**src/rtl/spi_fe_pkg.sv**
```systemverilog
package spi_fe_pkg;
  localparam int REG_ADDR_W = 8;

  localparam logic [REG_ADDR_W-1:0] A_VERSION  = 8'h00;
  localparam logic [REG_ADDR_W-1:0] A_SOFT_RST = 8'h40;
  localparam logic [REG_ADDR_W-1:0] A_IRQ_EN   = 8'h80;
  localparam logic [REG_ADDR_W-1:0] A_IRQ_PEND = 8'h84;
  localparam logic [REG_ADDR_W-1:0] A_IRQ_SRC  = 8'h88;
  localparam logic [REG_ADDR_W-1:0] A_SYNC_ID  = 8'hC0;
  localparam logic [REG_ADDR_W-1:0] A_CMD_ROOM = 8'hD0;
  localparam logic [REG_ADDR_W-1:0] A_SDO_ROOM = 8'hD4;
  localparam logic [REG_ADDR_W-1:0] A_SDI_LVL  = 8'hD8;
  localparam logic [REG_ADDR_W-1:0] A_CMD_PUSH = 8'hE0;
  localparam logic [REG_ADDR_W-1:0] A_SDO_PUSH = 8'hE4;
  localparam logic [REG_ADDR_W-1:0] A_SDI_POP  = 8'hE8;
  localparam logic [REG_ADDR_W-1:0] A_SDI_PEEK = 8'hEC;

  localparam int IRQ_N      = 4;
  localparam int IRQ_CMD_AE = 0;
  localparam int IRQ_SDO_AE = 1;
  localparam int IRQ_SDI_AF = 2;
  localparam int IRQ_SYNC   = 3;

  typedef logic [IRQ_N-1:0] irq_vec_t;
endpackage

```
**src/rtl/spi_fe_fifo.sv**
```systemverilog
module spi_fe_fifo #(
  parameter int WIDTH = 8,
  parameter int DEPTH = 16
) (
  input  logic                       clk_i,
  input  logic                       rst_ni,
  input  logic                       clr_i,
  input  logic                       push_i,
  input  logic [WIDTH-1:0]           wdata_i,
  input  logic                       pop_i,
  output logic [WIDTH-1:0]           head_o,
  output logic [$clog2(DEPTH+1)-1:0] level_o,
  output logic                       full_o,
  output logic                       empty_o
);
  localparam int AW = $clog2(DEPTH);
  localparam int CW = $clog2(DEPTH+1);

  logic [WIDTH-1:0] mem_q [DEPTH];
  logic [AW-1:0]    wr_ptr_q, rd_ptr_q;
  logic [CW-1:0]    cnt_q;
  logic             do_push, do_pop;

  assign full_o  = (cnt_q == CW'(DEPTH));
  assign empty_o = (cnt_q == '0);
  assign do_push = push_i & ~full_o;
  assign do_pop  = pop_i & ~empty_o;

  always_ff @(posedge clk_i or negedge rst_ni) begin
    if (!rst_ni) begin
      wr_ptr_q <= '0;
      rd_ptr_q <= '0;
      cnt_q    <= '0;
    end else if (clr_i) begin
      wr_ptr_q <= '0;
      rd_ptr_q <= '0;
      cnt_q    <= '0;
    end else begin
      if (do_push) wr_ptr_q <= (wr_ptr_q == AW'(DEPTH-1)) ? '0 : wr_ptr_q + 1'b1;
      if (do_pop)  rd_ptr_q <= (rd_ptr_q == AW'(DEPTH-1)) ? '0 : rd_ptr_q + 1'b1;
      cnt_q <= cnt_q + CW'(do_push) - CW'(do_pop);
    end
  end

  always_ff @(posedge clk_i) begin
    if (do_push && !clr_i) mem_q[wr_ptr_q] <= wdata_i;
  end

  // empty head reads as zero
  assign head_o  = empty_o ? '0 : mem_q[rd_ptr_q];
  assign level_o = cnt_q;

  AST_FULL_PUSH_DROP: assert property (@(posedge clk_i) disable iff (!rst_ni)
    (full_o && push_i && !pop_i && !clr_i) |=> $stable(cnt_q));
  AST_EMPTY_POP_HOLD: assert property (@(posedge clk_i) disable iff (!rst_ni)
    (empty_o && pop_i && !push_i && !clr_i) |=> $stable(cnt_q));
  AST_CLR_EMPTIES: assert property (@(posedge clk_i) disable iff (!rst_ni)
    clr_i |=> empty_o);
  AST_LEVEL_BOUND: assert property (@(posedge clk_i) disable iff (!rst_ni)
    cnt_q <= CW'(DEPTH));
endmodule

```
**src/rtl/spi_fe_irq.sv**
```systemverilog
module spi_fe_irq
  import spi_fe_pkg::*;
#(
  parameter int ID_W = 8
) (
  input  logic             clk_i,
  input  logic             rst_ni,
  input  logic             clr_i,
  input  logic [IRQ_N-2:0] wmark_i,
  input  logic             sync_set_i,
  input  logic [ID_W-1:0]  sync_id_i,
  input  logic             en_we_i,
  input  irq_vec_t         en_wdata_i,
  input  logic             w1c_we_i,
  input  irq_vec_t         w1c_i,
  output irq_vec_t         pend_o,
  output irq_vec_t         en_o,
  output irq_vec_t         src_o,
  output logic [ID_W-1:0]  sync_id_o,
  output logic             irq_o
);
  irq_vec_t        en_q;
  logic            sync_q;
  logic [ID_W-1:0] id_q;
  logic            irq_q;

  always_ff @(posedge clk_i or negedge rst_ni) begin
    if (!rst_ni) en_q <= '0;
    else if (en_we_i) en_q <= en_wdata_i;
  end

  // set beats clear, soft reset beats both
  always_ff @(posedge clk_i or negedge rst_ni) begin
    if (!rst_ni)                          sync_q <= 1'b0;
    else if (clr_i)                       sync_q <= 1'b0;
    else if (sync_set_i)                  sync_q <= 1'b1;
    else if (w1c_we_i && w1c_i[IRQ_SYNC]) sync_q <= 1'b0;
  end

  always_ff @(posedge clk_i or negedge rst_ni) begin
    if (!rst_ni) id_q <= '0;
    else if (sync_set_i && !clr_i) id_q <= sync_id_i;
  end

  assign pend_o = {sync_q, wmark_i};
  assign src_o  = pend_o & en_q;

  always_ff @(posedge clk_i or negedge rst_ni) begin
    if (!rst_ni) irq_q <= 1'b0;
    else         irq_q <= |src_o;
  end

  assign en_o      = en_q;
  assign sync_id_o = id_q;
  assign irq_o     = irq_q;

  AST_SYNC_SET: assert property (@(posedge clk_i) disable iff (!rst_ni)
    (sync_set_i && !clr_i) |=> sync_q);
  AST_SYNC_STICKY: assert property (@(posedge clk_i) disable iff (!rst_ni)
    (sync_q && !clr_i && !(w1c_we_i && w1c_i[IRQ_SYNC])) |=> sync_q);
  AST_SYNC_TAG: assert property (@(posedge clk_i) disable iff (!rst_ni)
    (sync_set_i && !clr_i) |=> (id_q == $past(sync_id_i)));
  AST_IRQ_MASKED: assert property (@(posedge clk_i) disable iff (!rst_ni)
    (en_q == '0) |=> !irq_o);
endmodule

```
**src/rtl/spi_host_regfe.sv**
```systemverilog
module spi_host_regfe
  import spi_fe_pkg::*;
#(
  parameter int         CMD_DEPTH  = 16,
  parameter int         SDO_DEPTH  = 16,
  parameter int         SDI_DEPTH  = 16,
  parameter int         CMD_AE_THR = CMD_DEPTH / 4,
  parameter int         SDO_AE_THR = SDO_DEPTH / 4,
  parameter int         SDI_AF_THR = (3 * SDI_DEPTH) / 4,
  parameter logic [7:0] VER_MAJOR  = 8'd1,
  parameter logic [7:0] VER_MINOR  = 8'd0,
  parameter logic [7:0] VER_PATCH  = 8'd0
) (
  input  logic        clk_i,
  input  logic        rst_ni,
  input  logic        bus_req_i,
  input  logic        bus_we_i,
  input  logic [7:0]  bus_addr_i,
  input  logic [31:0] bus_wdata_i,
  output logic [31:0] bus_rdata_o,
  output logic        bus_rvalid_o,
  output logic        cmd_valid_o,
  output logic [15:0] cmd_data_o,
  input  logic        cmd_ready_i,
  output logic        sdo_valid_o,
  output logic [7:0]  sdo_data_o,
  input  logic        sdo_ready_i,
  input  logic        sdi_valid_i,
  input  logic [7:0]  sdi_data_i,
  output logic        sdi_ready_o,
  input  logic        sync_valid_i,
  input  logic [7:0]  sync_id_i,
  output logic        engine_rst_o,
  output logic        irq_o
);
  localparam int CMD_W  = 16;
  localparam int BYTE_W = 8;
  localparam int ID_W   = 8;
  localparam int CMD_LW = $clog2(CMD_DEPTH+1);
  localparam int SDO_LW = $clog2(SDO_DEPTH+1);
  localparam int SDI_LW = $clog2(SDI_DEPTH+1);
  localparam logic [31:0] VERSION_WORD = {8'h00, VER_MAJOR, VER_MINOR, VER_PATCH};

  logic wr, rd;
  logic soft_rst_q;
  logic [31:0] rdata_q, rdata_d;
  logic rvalid_q;
  logic unused_wdata;

  logic [CMD_LW-1:0] cmd_lvl;
  logic [SDO_LW-1:0] sdo_lvl;
  logic [SDI_LW-1:0] sdi_lvl;
  logic cmd_full, cmd_empty, sdo_full, sdo_empty, sdi_full, sdi_empty;
  logic [BYTE_W-1:0] sdi_head;
  logic cmd_push, sdo_push, sdi_push, sdi_pop;

  irq_vec_t pend, en, src;
  logic [IRQ_N-2:0] wmark;
  logic [ID_W-1:0] last_id;

  assign wr = bus_req_i & bus_we_i;
  assign rd = bus_req_i & ~bus_we_i;
  assign unused_wdata = ^bus_wdata_i[31:16];

  always_ff @(posedge clk_i or negedge rst_ni) begin
    if (!rst_ni) soft_rst_q <= 1'b0;
    else if (wr && bus_addr_i == A_SOFT_RST) soft_rst_q <= bus_wdata_i[0];
  end
  assign engine_rst_o = soft_rst_q;

  assign cmd_push = wr && (bus_addr_i == A_CMD_PUSH) && !soft_rst_q;
  assign sdo_push = wr && (bus_addr_i == A_SDO_PUSH) && !soft_rst_q;
  assign sdi_push = sdi_valid_i && !soft_rst_q;
  assign sdi_pop  = rd && (bus_addr_i == A_SDI_POP);

  spi_fe_fifo #(.WIDTH(CMD_W), .DEPTH(CMD_DEPTH)) cmd_fifo_i (
    .clk_i, .rst_ni, .clr_i(soft_rst_q),
    .push_i(cmd_push), .wdata_i(bus_wdata_i[CMD_W-1:0]),
    .pop_i(cmd_ready_i), .head_o(cmd_data_o), .level_o(cmd_lvl),
    .full_o(cmd_full), .empty_o(cmd_empty)
  );

  spi_fe_fifo #(.WIDTH(BYTE_W), .DEPTH(SDO_DEPTH)) sdo_fifo_i (
    .clk_i, .rst_ni, .clr_i(soft_rst_q),
    .push_i(sdo_push), .wdata_i(bus_wdata_i[BYTE_W-1:0]),
    .pop_i(sdo_ready_i), .head_o(sdo_data_o), .level_o(sdo_lvl),
    .full_o(sdo_full), .empty_o(sdo_empty)
  );

  spi_fe_fifo #(.WIDTH(BYTE_W), .DEPTH(SDI_DEPTH)) sdi_fifo_i (
    .clk_i, .rst_ni, .clr_i(soft_rst_q),
    .push_i(sdi_push), .wdata_i(sdi_data_i),
    .pop_i(sdi_pop), .head_o(sdi_head), .level_o(sdi_lvl),
    .full_o(sdi_full), .empty_o(sdi_empty)
  );

  assign cmd_valid_o = ~cmd_empty;
  assign sdo_valid_o = ~sdo_empty;
  assign sdi_ready_o = ~sdi_full & ~soft_rst_q;

  assign wmark[IRQ_CMD_AE] = (cmd_lvl <= CMD_LW'(CMD_AE_THR));
  assign wmark[IRQ_SDO_AE] = (sdo_lvl <= SDO_LW'(SDO_AE_THR));
  assign wmark[IRQ_SDI_AF] = (sdi_lvl >= SDI_LW'(SDI_AF_THR));

  spi_fe_irq #(.ID_W(ID_W)) irq_i (
    .clk_i, .rst_ni, .clr_i(soft_rst_q),
    .wmark_i(wmark),
    .sync_set_i(sync_valid_i), .sync_id_i(sync_id_i),
    .en_we_i(wr && bus_addr_i == A_IRQ_EN), .en_wdata_i(bus_wdata_i[IRQ_N-1:0]),
    .w1c_we_i(wr && bus_addr_i == A_IRQ_PEND), .w1c_i(bus_wdata_i[IRQ_N-1:0]),
    .pend_o(pend), .en_o(en), .src_o(src), .sync_id_o(last_id), .irq_o(irq_o)
  );

  always_comb begin
    unique case (bus_addr_i)
      A_VERSION:              rdata_d = VERSION_WORD;
      A_SOFT_RST:             rdata_d = 32'(soft_rst_q);
      A_IRQ_EN:               rdata_d = 32'(en);
      A_IRQ_PEND:             rdata_d = 32'(pend);
      A_IRQ_SRC:              rdata_d = 32'(src);
      A_SYNC_ID:              rdata_d = 32'(last_id);
      A_CMD_ROOM:             rdata_d = 32'(CMD_LW'(CMD_DEPTH) - cmd_lvl);
      A_SDO_ROOM:             rdata_d = 32'(SDO_LW'(SDO_DEPTH) - sdo_lvl);
      A_SDI_LVL:              rdata_d = 32'(sdi_lvl);
      A_SDI_POP, A_SDI_PEEK:  rdata_d = 32'(sdi_head);
      default:                rdata_d = 32'h0;
    endcase
  end

  always_ff @(posedge clk_i or negedge rst_ni) begin
    if (!rst_ni) begin
      rdata_q  <= '0;
      rvalid_q <= 1'b0;
    end else begin
      rvalid_q <= rd;
      if (rd) rdata_q <= rdata_d;
    end
  end

  assign bus_rdata_o  = rdata_q;
  assign bus_rvalid_o = rvalid_q;

  AST_RST_DRAINS: assert property (@(posedge clk_i) disable iff (!rst_ni)
    ($past(soft_rst_q) && soft_rst_q) |-> (!cmd_valid_o && !sdo_valid_o && sdi_empty));
  AST_RST_NO_ACCEPT: assert property (@(posedge clk_i) disable iff (!rst_ni)
    (soft_rst_q && $past(soft_rst_q)) |=> (cmd_lvl == '0));
  AST_SDI_BACKPRESSURE: assert property (@(posedge clk_i) disable iff (!rst_ni)
    (sdi_full && !sdi_pop && !soft_rst_q) |=> $stable(sdi_lvl));
  AST_RVALID_FOLLOWS: assert property (@(posedge clk_i) disable iff (!rst_ni)
    rd |=> bus_rvalid_o);
  AST_FULL_FLAGS: assert property (@(posedge clk_i) disable iff (!rst_ni)
    !(cmd_full && cmd_empty) && !(sdo_full && sdo_empty));
endmodule

```
**config.mk**
```make
export PLATFORM = sky130hd
export DESIGN_NAME = spi_host_regfe
export DESIGN_NICKNAME = d
export VERILOG_FILES = /design/src/rtl/spi_fe_pkg.sv /design/src/rtl/spi_fe_fifo.sv /design/src/rtl/spi_fe_irq.sv /design/src/rtl/spi_host_regfe.sv
export SDC_FILE = /design/constraint.sdc
export NUM_CORES = 1
export LEC_CHECK = 0
export BUFFER_PORTS_ARGS = -buffer_cell sky130_fd_sc_hd__buf_2
export CORE_UTILIZATION = 50
export CTS_BUF_LIST = sky130_fd_sc_hd__clkbuf_8 sky130_fd_sc_hd__clkbuf_16
export DETAILED_ROUTE_END_ITERATION = 10
export PLACE_DENSITY = 0.66
export SLEW_MARGIN = 10
export SYNTH_ARGS = -nofsm -noshare
export SYNTH_HDL_FRONTEND = slang
export SYNTH_SLANG_ARGS = --single-unit
export TNS_END_PERCENT = 20
```
**constraint.sdc**
```tcl
create_clock -name clk_i -period 3.38 [get_ports clk_i]
set_input_delay 0.169 -clock clk_i [delete_from_list [all_inputs] [get_ports clk_i]]
set_output_delay 0.169 -clock clk_i [all_outputs]
set_load 0.02 [all_outputs]
```
### Word level (Yosys, flattened, before mapping)

Memories as Yosys holds them, arrays and structs flattened.
Index checks and enable logic that the tools add are counted.

* logic and storage cells: 137
* RAM bits: 512
* output and inout bits: 62
* input bits: 64
* register bits after elaboration: 87
* memories: 3

* $add $sub $neg: 14
* order comparisons: 3
* equality and inequality tests: 21
* reduce and logical (&&, ||, !) cells: 28
* bitwise operators: 18
* mux-type cells: 34

Memories
* cmd_fifo_i.mem_q: words 16, width 16, rd ports 1, clocked after Yosys merged registers in 0, wr ports 1, line spi_fe_fifo.sv:19 `logic [WIDTH-1:0] mem_q [DEPTH];`
* sdi_fifo_i.mem_q: words 16, width 8, rd ports 1, clocked after Yosys merged registers in 0, wr ports 1, line spi_fe_fifo.sv:19
* sdo_fifo_i.mem_q: words 16, width 8, rd ports 1, clocked after Yosys merged registers in 0, wr ports 1, line spi_fe_fifo.sv:19

Operators with widths (number)
* $pmux 32 s10: 1
* $eq 8x8->1 const B: 11
* $mux 4: 18
* $add 4x1->4 const B: 6
* $eq 4x4->1 const B: 6
* $mux 16: 1
* $mux 8: 2
* $add 5x1->5: 3
* $eq 5x5->1 const B: 3
* $logic_not 5->1: 3
* $mux 5: 3
* $sub 5x1->5: 3
* $logic_and 1x1->1: 14
* $reduce_bool 2->1: 6
* $sub 5x5->6 const A: 2
* $le 5x3->1 const B: 2
* $and 1x1->1: 9
* $mux 1: 9
* $eq 8x7->1 const B: 1
* $logic_not 8->1: 1
* $not 1->1: 8
* $ge 5x4->1 const B: 1
* $and 4x4->4: 1
* $reduce_or 4->1: 1
* 3 further kinds: 3

### Depth between registers and ports, before layout

Gate-level depths: netlist of the first run.

* depth after elaboration: 7
* gate-level depth with buffers: 16
* mapped depth without buffers: 15

### Hierarchy

A second synthesis of the first run with hierarchy kept.

* cell total of the unflattened synthesis: 1331
* area, all modules: 24203.2 um^2

By module, submodules not included
* spi_fe_fifo (sdi_fifo_i ...): cells an instance 307, seq. area each 4169.0 um^2, instances 2, area an instance 5781.8 um^2
* spi_fe_fifo (cmd_fifo_i): cells an instance 498, seq. area each 8012.7 um^2, instances 1, area an instance 10590.2 um^2
* spi_host_regfe: cells an instance 179, seq. area each 300.3 um^2, instances 1, area an instance 1467.7 um^2
* spi_fe_irq: cells an instance 40, seq. area each 350.3 um^2, instances 1, area an instance 581.8 um^2

### Worst setup path after synthesis of the first run

No wires, ideal clock.

* path type: flip-flop to flip-flop
* start: register cmd_fifo_i.cnt_q[1], in the netlist cmd_fifo_i.level_o[1]
* end: memory cmd_fifo_i.mem_q[11][0] (netlist bit) (enable)
* period minus slack after synthesis: 3.215 ns
* stages on the path, launching flop included: 9
* library setup time: 0.409 ns
* data required time: 2.971 ns
* arrival time: 2.806 ns
* slack: 0.165 ns
* buffers on the path: 1
* cell sequence: dfrtp_1 -> inv_1 -> ha_1 -> and2_1 -> ha_1 -> nor4_1 -> buf_2 -> nand2_1 -> nor3_1

* cells in the longest elaborated chain, start to end: 6

Ends and longest elaborated chain
* start: declaration: line spi_fe_fifo.sv:21 `logic [CW-1:0] cnt_q;`
* start signal: assignment: line spi_fe_fifo.sv:41 `cnt_q <= cnt_q + CW'(do_push) - CW'(do_pop);`
* $eq 5x5->1: line spi_fe_fifo.sv:24 `assign full_o = (cnt_q == CW'(DEPTH));`
* $not 1->1: line spi_fe_fifo.sv:26 `assign do_push = push_i & ~full_o;`
* $and 1x1->1: line spi_fe_fifo.sv:26
* $logic_and 1x1->1: line spi_fe_fifo.sv:46 `if (do_push && !clr_i) mem_q[wr_ptr_q] <= wdata_i;`
* $mux 1: line spi_fe_fifo.sv:46
* $mux 1 (implied by the code): line spi_fe_fifo.sv:46
* end: declaration: line spi_fe_fifo.sv:19

Every way passes these cells.

### Final worst setup path of the first run

* start: register sdo_fifo_i.cnt_q[1], in the netlist sdo_fifo_i.level_o[1]
* end: memory sdo_fifo_i.mem_q[0][7] (enable)

* cells in the longest elaborated chain, start to end: 6

Ends and longest elaborated chain (line)
* start: declaration: spi_fe_fifo.sv:21
* start signal: assignment: spi_fe_fifo.sv:41
* $eq 5x5->1: spi_fe_fifo.sv:24
* $not 1->1: spi_fe_fifo.sv:26
* $and 1x1->1: spi_fe_fifo.sv:26
* $logic_and 1x1->1: spi_fe_fifo.sv:46
* $mux 1: spi_fe_fifo.sv:46
* $mux 1 (implied by the code): spi_fe_fifo.sv:46
* end: declaration: spi_fe_fifo.sv:19

Every way passes these cells.

==> results.json, run 1 <==
{
  "status": "complete, no violations",
  "cts.clk_slew.worst_paths_ns": 0.06,
  "num_rows": 80,
  "comb_power_share": 0.264,
  "post-route-period-util": 0.932,
  "yosysWarnings": 0,
  "crit_path_cell_trace": "inv_1 > ha_1 > and2_1 > ha_1 > or4_1 > buf_4 > nor3_1 > and2_1",
  "synthesis.area_um2": 24100,
  "syn_area_per_cell_um2": 18.7,
  "synth.distinct_cells": 66,
  "wl_mm": 49.6,
  "critPathSlowestCell": "or4_1",
  "drive_above_1_share": 0.296,
  "post_cts_buffers": 0,
  "fin_nets": 1570,
  "path_buf_inv": 2,
  "switching_share": 0.284,
  "numCtsBuffers": 57,
  "die_x_um": 222,
  "min_path_type": "in -> reg",
  "path_depth": 8,
  "max-cap-violations": 0,
  "required_ns": 3.63,
  "synthCells": 1287,
  "post_drt_wl_per_cell_um": 23.4,
  "worstSetupPathType": "reg -> reg",
  "p_clk_frac": 0.314,
  "hold_viol": 0,
  "clk_latency_ns": 0.61,
  "grt_overflow": 0,
  "rsz0062_at_grt": "false",
  "cts_tree": "done",
  "crit_family": "simple AND/OR/NAND/NOR gates",
  "reg2regPathDepth": 8,
  "ys_ff_latch": 577,
  "post-dp-hpwl_mm": 30.9,
  "vias_per_cell": 5.73,
  "die-area_um2": 49100,
  "syn_to_final_growth_pct": 15.0,
  "cp-end-kind": "flop",
  "final_util": 0.581,
  "gp_congestion": 0.822,
  "worst_clock_skew_ns": 0.0101,
  "synth_area_leaders": "edfxtp_1 64%, mux4_2 14%, dfrtp_1 6.8%, ha_1 2.5%, nor2_1 1.0%",
  "drt_pass1_iterations": 5,
  "grt_pass1_vias": 12600,
  "drt_iter0_markers": 983,
  "p_leak_nw": 9.67,
  "via_count": 12100,
  "clock_sinks": 577,
  "drc_errors": 0,
  "grt_first_pass_wirelength_mm": 76.2,
  "cp.arrival_ns": 3.40,
  "max_stage_delay_ns": 0.60,
  "syn_nets": 1403,
  "antenna_left": 0,
  "power.density_nw_per_um2": 733,
  "n_fill_cell": 3490,
  "antenna_cells": 0,
  "fp.coreArea_um2": 47600,
  "synth_flop_cell": "edfxtp_1",
  "max_freq_mhz": 317,
  "antenna_found_initial": 3,
  "cp_max_fo": 8,
  "numPortBuffers": 109,
  "grt_use_total": 0.208,
  "dieHeight_um": 222,
  "tightestPinTransition_ns": 1.13,
  "grt_max_degree": 66,
  "critPathLaunchType": "flop",
  "slew_viol_final": 0,
  "setup_viol": 0,
  "ys_seq_area_frac": 0.706,
  "ios": 126,
  "hold-worst-slack_ns": 0.0707,
  "synth_top_area_share": 0.638,
  "power.internal_mw": 14.5,
  "ir_drop_mv": 0.527,
  "max_slew_margin": 0.247,
  "clk_path_buf_depth": 3,
  "cts-htree-levels": 2,
  "synth_area_leader_cell": "edfxtp_1",
  "synthArstFlopShare": 0.113,
  "timing.setup.tns_ns": 0,
  "whs_path_depth": 4,
  "pwr-share-seq": 0.422,
  "synth.most_common_cell": "edfxtp_1",
  "power_switching_mw": 5.76,
  "start_util": 0.506,
  "synth-edff-count": 512,
  "period_minus_slack_ns": 3.15,
  "clockRootBuffer": "clkbuf_16",
  "ys_top_cells_by_count": "512 x edfxtp_1, 154 x mux4_2, 65 x dfrtp_1, 65 x nor2_1, 49 x ha_1"
}
==> layout by cell type, fill, tap and decap left out, drive strengths merged, types with 3 or more instances in the layout <==
cell | netlist | layout
a22oi | 4 | 4
a21oi | 21 | 21
clkbuf | 41 | 63
xnor2 | 9 | 9
mux4 | 154 | 154
nand3b | 3 | 3
nand2b | 5 | 5
nor3 | 16 | 16
o21a | 3 | 3
nor4 | 4 | 4
and2 | 36 | 36
a221oi | 5 | 5
inv | 43 | 55
o211ai | 5 | 5
and3 | 12 | 12
a31oi | 8 | 8
a22o | 3 | 3
clkinv | 1 | 23
dlygate4sd3 | 0 | 28
bufinv | 0 | 7
a32o | 3 | 3
buf | 46 | 167
nor2 | 65 | 65
edfxtp | 512 | 512
ha | 49 | 49
a21o | 8 | 8
or3 | 5 | 5
nor4b | 3 | 3
xor2 | 8 | 8
dfrtp | 65 | 65
mux2i | 17 | 17
fa | 3 | 3
nand2 | 38 | 38
o21ai | 17 | 17
nand3 | 12 | 12
nor2b | 13 | 13
mux2 | 13 | 13
o31ai | 5 | 5
==> layer usage <==
metal  vias to the layer above  wire (µm)  global-route usage  part of all wire
met4                         4       1280              0.0674             0.026
met1                      6285      20900               0.279              0.42
li1                       5458          -                   -                 -
met2                       285      25100               0.350              0.51
met5                         -         22                   0           0.00044
met3                        94       2280              0.0335             0.046
==> cell families (layout without fill, tap and decap cells) <==
group | count (synthesis) | in the layout | synth area share
xor+xnor | 17 | 17 | 0.00618
buf+inv | 131 | 345 | 0.0252
simple gates | 223 | 223 | 0.0481
mux | 184 | 184 | 0.157
flops | 577 | 577 | 0.706
fa+ha+maj | 52 | 52 | 0.0279
compound gates | 103 | 103 | 0.0298
==> worst paths after layout <==
path	start	to	slack, ns
setup / recovery	sdo_fifo_i.level_o[1]	sdo_fifo_i.mem_q[0][7]	0.23
hold / removal	bus_addr_i[1]	bus_rdata_o[16]	0.07
setup reg to reg	sdo_fifo_i.level_o[1]	sdo_fifo_i.mem_q[0][7]	0.23
hold reg to reg	bus_rdata_o[16]	bus_rdata_o[16]	0.51
max in group asynchronous	rst_ni	cmd_fifo_i.rd_ptr_q[0]	2.44
min in group asynchronous	rst_ni	irq_i.sync_id_o[0]	0.20
==> what timing repair did <==
| action | CTS | global route |
|---|---|---|
| endpoints found under the hold margin | 331 | 0 |
| gates resized for setup | 0 | 0 |
| hold buffers | 28 | 0 |
==> stage by stage <==
step           std cells  power [mW]  setup WS (ns)  instance area, µm²
2_1_floorplan       1287        12.5          0.165               24100
3_3_place_gp        1982        14.1          0.318               25500
3_5_place_dp        1982        14.1          0.227               25500
4_1_cts             2116        20.5          0.179               27700
5_1_grt             2116        21.2         0.0282               27700
6_report            2116        20.3          0.230               27700
==> worst min-delay path, stage by stage <==
cell and delay, ns:
buf_2 0.13, nor4_1 0.10, a31oi_1 0.15, o21ai_0 0.08
==> cell type report <==
class                   count  area [µm²]  share of cell area
flip-flops and latches    577       17000               0.614
multi-input cells         579        6540               0.236
well taps                 615         769              0.0278
clock inverters            43         374              0.0135
repair buffers            195        1310              0.0474
clock buffers              63        1530              0.0553
inverters                  44         165             0.00596
==> registers in the layout, indices dropped and copies added, names as in the netlist <==
signal / cells
irq_i.sync_q: 1
sdo_fifo_i.mem_q: 128
bus_rvalid_o: 1
irq_i.en_o: 4
bus_rdata_o: 10
irq_i.sync_id_o: 8
cmd_fifo_i.wr_ptr_q: 4
sdi_fifo_i.level_o: 5
sdo_fifo_i.rd_ptr_q: 4
cmd_fifo_i.mem_q: 256
sdo_fifo_i.wr_ptr_q: 4
sdi_fifo_i.mem_q: 128
cmd_fifo_i.level_o: 5
sdi_fifo_i.wr_ptr_q: 4
cmd_fifo_i.rd_ptr_q: 4
sdo_fifo_i.level_o: 5
engine_rst_o: 1
sdi_fifo_i.rd_ptr_q: 4
irq_i.irq_o: 1
==> power groups by stage <==
stage	logic (mW)	registers, mW	clock network [mW]
6_report	5.37	8.56	6.37
5_1_grt	5.86	8.62	6.76
4_1_cts	5.48	8.57	6.50
3_5_place_dp	5.42	8.71	0
3_3_place_gp	5.38	8.69	0
2_1_floorplan	4.09	8.45	0
(Power assumes the default switching activity.)
==> run 2, diff against run 1 <==
--- a/config.mk
+++ b/config.mk
@@ -12,3 +12,3 @@
 export PLACE_DENSITY = 0.66
-export SLEW_MARGIN = 10
+export SLEW_MARGIN = 20
 export SYNTH_ARGS = -nofsm -noshare
--- a/constraint.sdc
+++ b/constraint.sdc
@@ -3,2 +3,2 @@
 set_output_delay 0.169 -clock clk_i [all_outputs]
-set_load 0.02 [all_outputs]
+set_load 0.1 [all_outputs]
==> run 2 against run 1 <==
  * Global-route usage down 0.050 points
  * Fmax down 0.37%
  * Highest routed layer unchanged
  * Worst setup slack worse by 0.012 ns
  * First-iteration DRC count up 7.6%
==> results.json, run 2 (synthesis results as in run 1) <==
{
  "status": "complete, no violations",
  "post-route-period-util": 0.935,
  "ios": 126,
  "reg_top3": "cmd_fifo_i.mem_q (256), sdi_fifo_i.mem_q (128), sdo_fifo_i.mem_q (128)",
  "grt_max_degree": 66,
  "gp_congestion": 0.843,
  "post_drt_wl_per_cell_um": 23.4,
  "timing.setup.tns_ns": 0,
  "cp.arrival_ns": 2.99,
  "num_rows": 80,
  "ir_drop_mv": 0.755,
  "fin_nets": 1571,
  "largest_reg_flops": 256,
  "cp_max_fo": 24,
  "fp.coreArea_um2": 47600,
  "grt_pass1_vias": 12700,
  "max_slew_margin": 0.236,
  "drt_iter0_markers": 1058,
  "r2r-start": "sdo_fifo_i.level_o[2]",
  "p_leak_nw": 9.68,
  "power.total_mw": 22.2,
  "grt_overflow": 0,
  "layout_common_cells": "512 x edfxtp_1, 154 x mux4_2, 108 x buf_2",
  "clk_path_buf_depth": 3,
  "min_path_type": "in -> reg",
  "rsz0062_at_grt": "false",
  "power.density_nw_per_um2": 800,
  "layout_commonest_cell": "edfxtp_1",
  "cts.clk_slew.worst_paths_ns": 0.06,
  "cp-end-kind": "output pin",
  "dieHeight_um": 222,
  "post-dp-hpwl_mm": 30.7,
  "tightestPinTransition_ns": 1.15,
  "hold-worst-slack_ns": 0.0455,
  "required_ns": 3.21,
  "antenna_found_initial": 5,
  "setup_viol": 0,
  "antenna_left": 0,
  "drive_above_1_share": 0.296,
  "grt_first_pass_wirelength_mm": 76.2,
  "period_minus_slack_ns": 3.16,
  "largest-register": "cmd_fifo_i.mem_q",
  "drc_errors": 0,
  "die_x_um": 222,
  "hold_viol": 0,
  "max_freq_mhz": 316,
  "critPathLaunchType": "flop",
  "syn_to_final_growth_pct": 15.1,
  "worstSetupPathType": "reg -> out",
  "clockRootBuffer": "clkbuf_16",
  "numPortBuffers": 109,
  "start_util": 0.506,
  "placed_cells": 1981,
  "slew_viol_final": 0,
  "critPathLaunch": "cmd_fifo_i.rd_ptr_q[0]",
  "final_util": 0.582,
  "cts-htree-levels": 2,
  "numCtsBuffers": 59,
  "clock_sinks": 577,
  "clk_latency_ns": 0.61,
  "cts_tree": "done",
  "worstHoldStart": "bus_we_i",
  "vias_per_cell": 5.74,
  "die-area_um2": 49100,
  "via_count": 12200,
  "stdcell_count": 2120,
  "grt_use_total": 0.207,
  "max-cap-violations": 0,
  "worst_clock_skew_ns": 0.0187,
  "drt_pass1_iterations": 5,
  "wl_mm": 49.6
}
==> run 2: routing by layer <==
metal / share of wire / track usage / up-vias
li1: - / - / 5449
met1: 0.41 / 0.277 / 6302
met2: 0.51 / 0.352 / 321
met3: 0.053 / 0.0375 / 100
met4: 0.021 / 0.0573 / 6
met5: 0.00060 / 0 / -
==> run 2: timing repair <==
action                                 CTS  global route
hold buffers                            28             0
resized for setup                        0             0
setup buffers                            0             0
endpoints found under the hold margin  331             0
==> run 2: path summary, 6_finish.rpt <==
path	endpoint	slack, ns	cells past startpoint
hold / removal	irq_i.sync_q	0.05	4
max in group asynchronous	cmd_fifo_i.rd_ptr_q[0]	2.42	2
hold reg to reg	bus_rdata_o[16]	0.50	2
min in group asynchronous	bus_rdata_o[16]	0.22	2
setup / recovery	cmd_data_o[5]	0.22	5
setup reg to reg	sdo_fifo_i.mem_q[0][0]	0.34	8
==> run 2: where the power goes <==
part           internal [mW]  switching, mW  total, mW
Sequential              8.14          0.420       8.56
Combinational           2.64           4.59       7.23
Clock                   3.72           2.66       6.38
==> run 2: final cells by class <==
cell class                      count  area, µm²
Inverter                           44        165
Sequential cell                   577      17000
Fill cell                        3515      19900
Timing Repair Buffer              194       1310
Multi-Input combinational cell    579       6540
Clock inverter                     49        397
Antenna cell                        1       2.50
Clock buffer                       61       1530
Tap cell                          615        769
==> run 2: worst max-delay path, stage by stage, from the launching register on <==
cell	delay, ns
dfrtp_4	0.58
buf_12	0.26
mux4_2	0.59
mux4_2	0.48
and2_1	0.17
buf_2	0.29
==> run 2: stage by stage <==
stage | worst slack (ns) | area (µm²)
floorplan | 0.0279 | 24100
global placement | 0.357 | 25500
detailed placement | 0.254 | 25500
CTS | 0.151 | 27700
global route | 0.0920 | 27700
finish | 0.218 | 27700
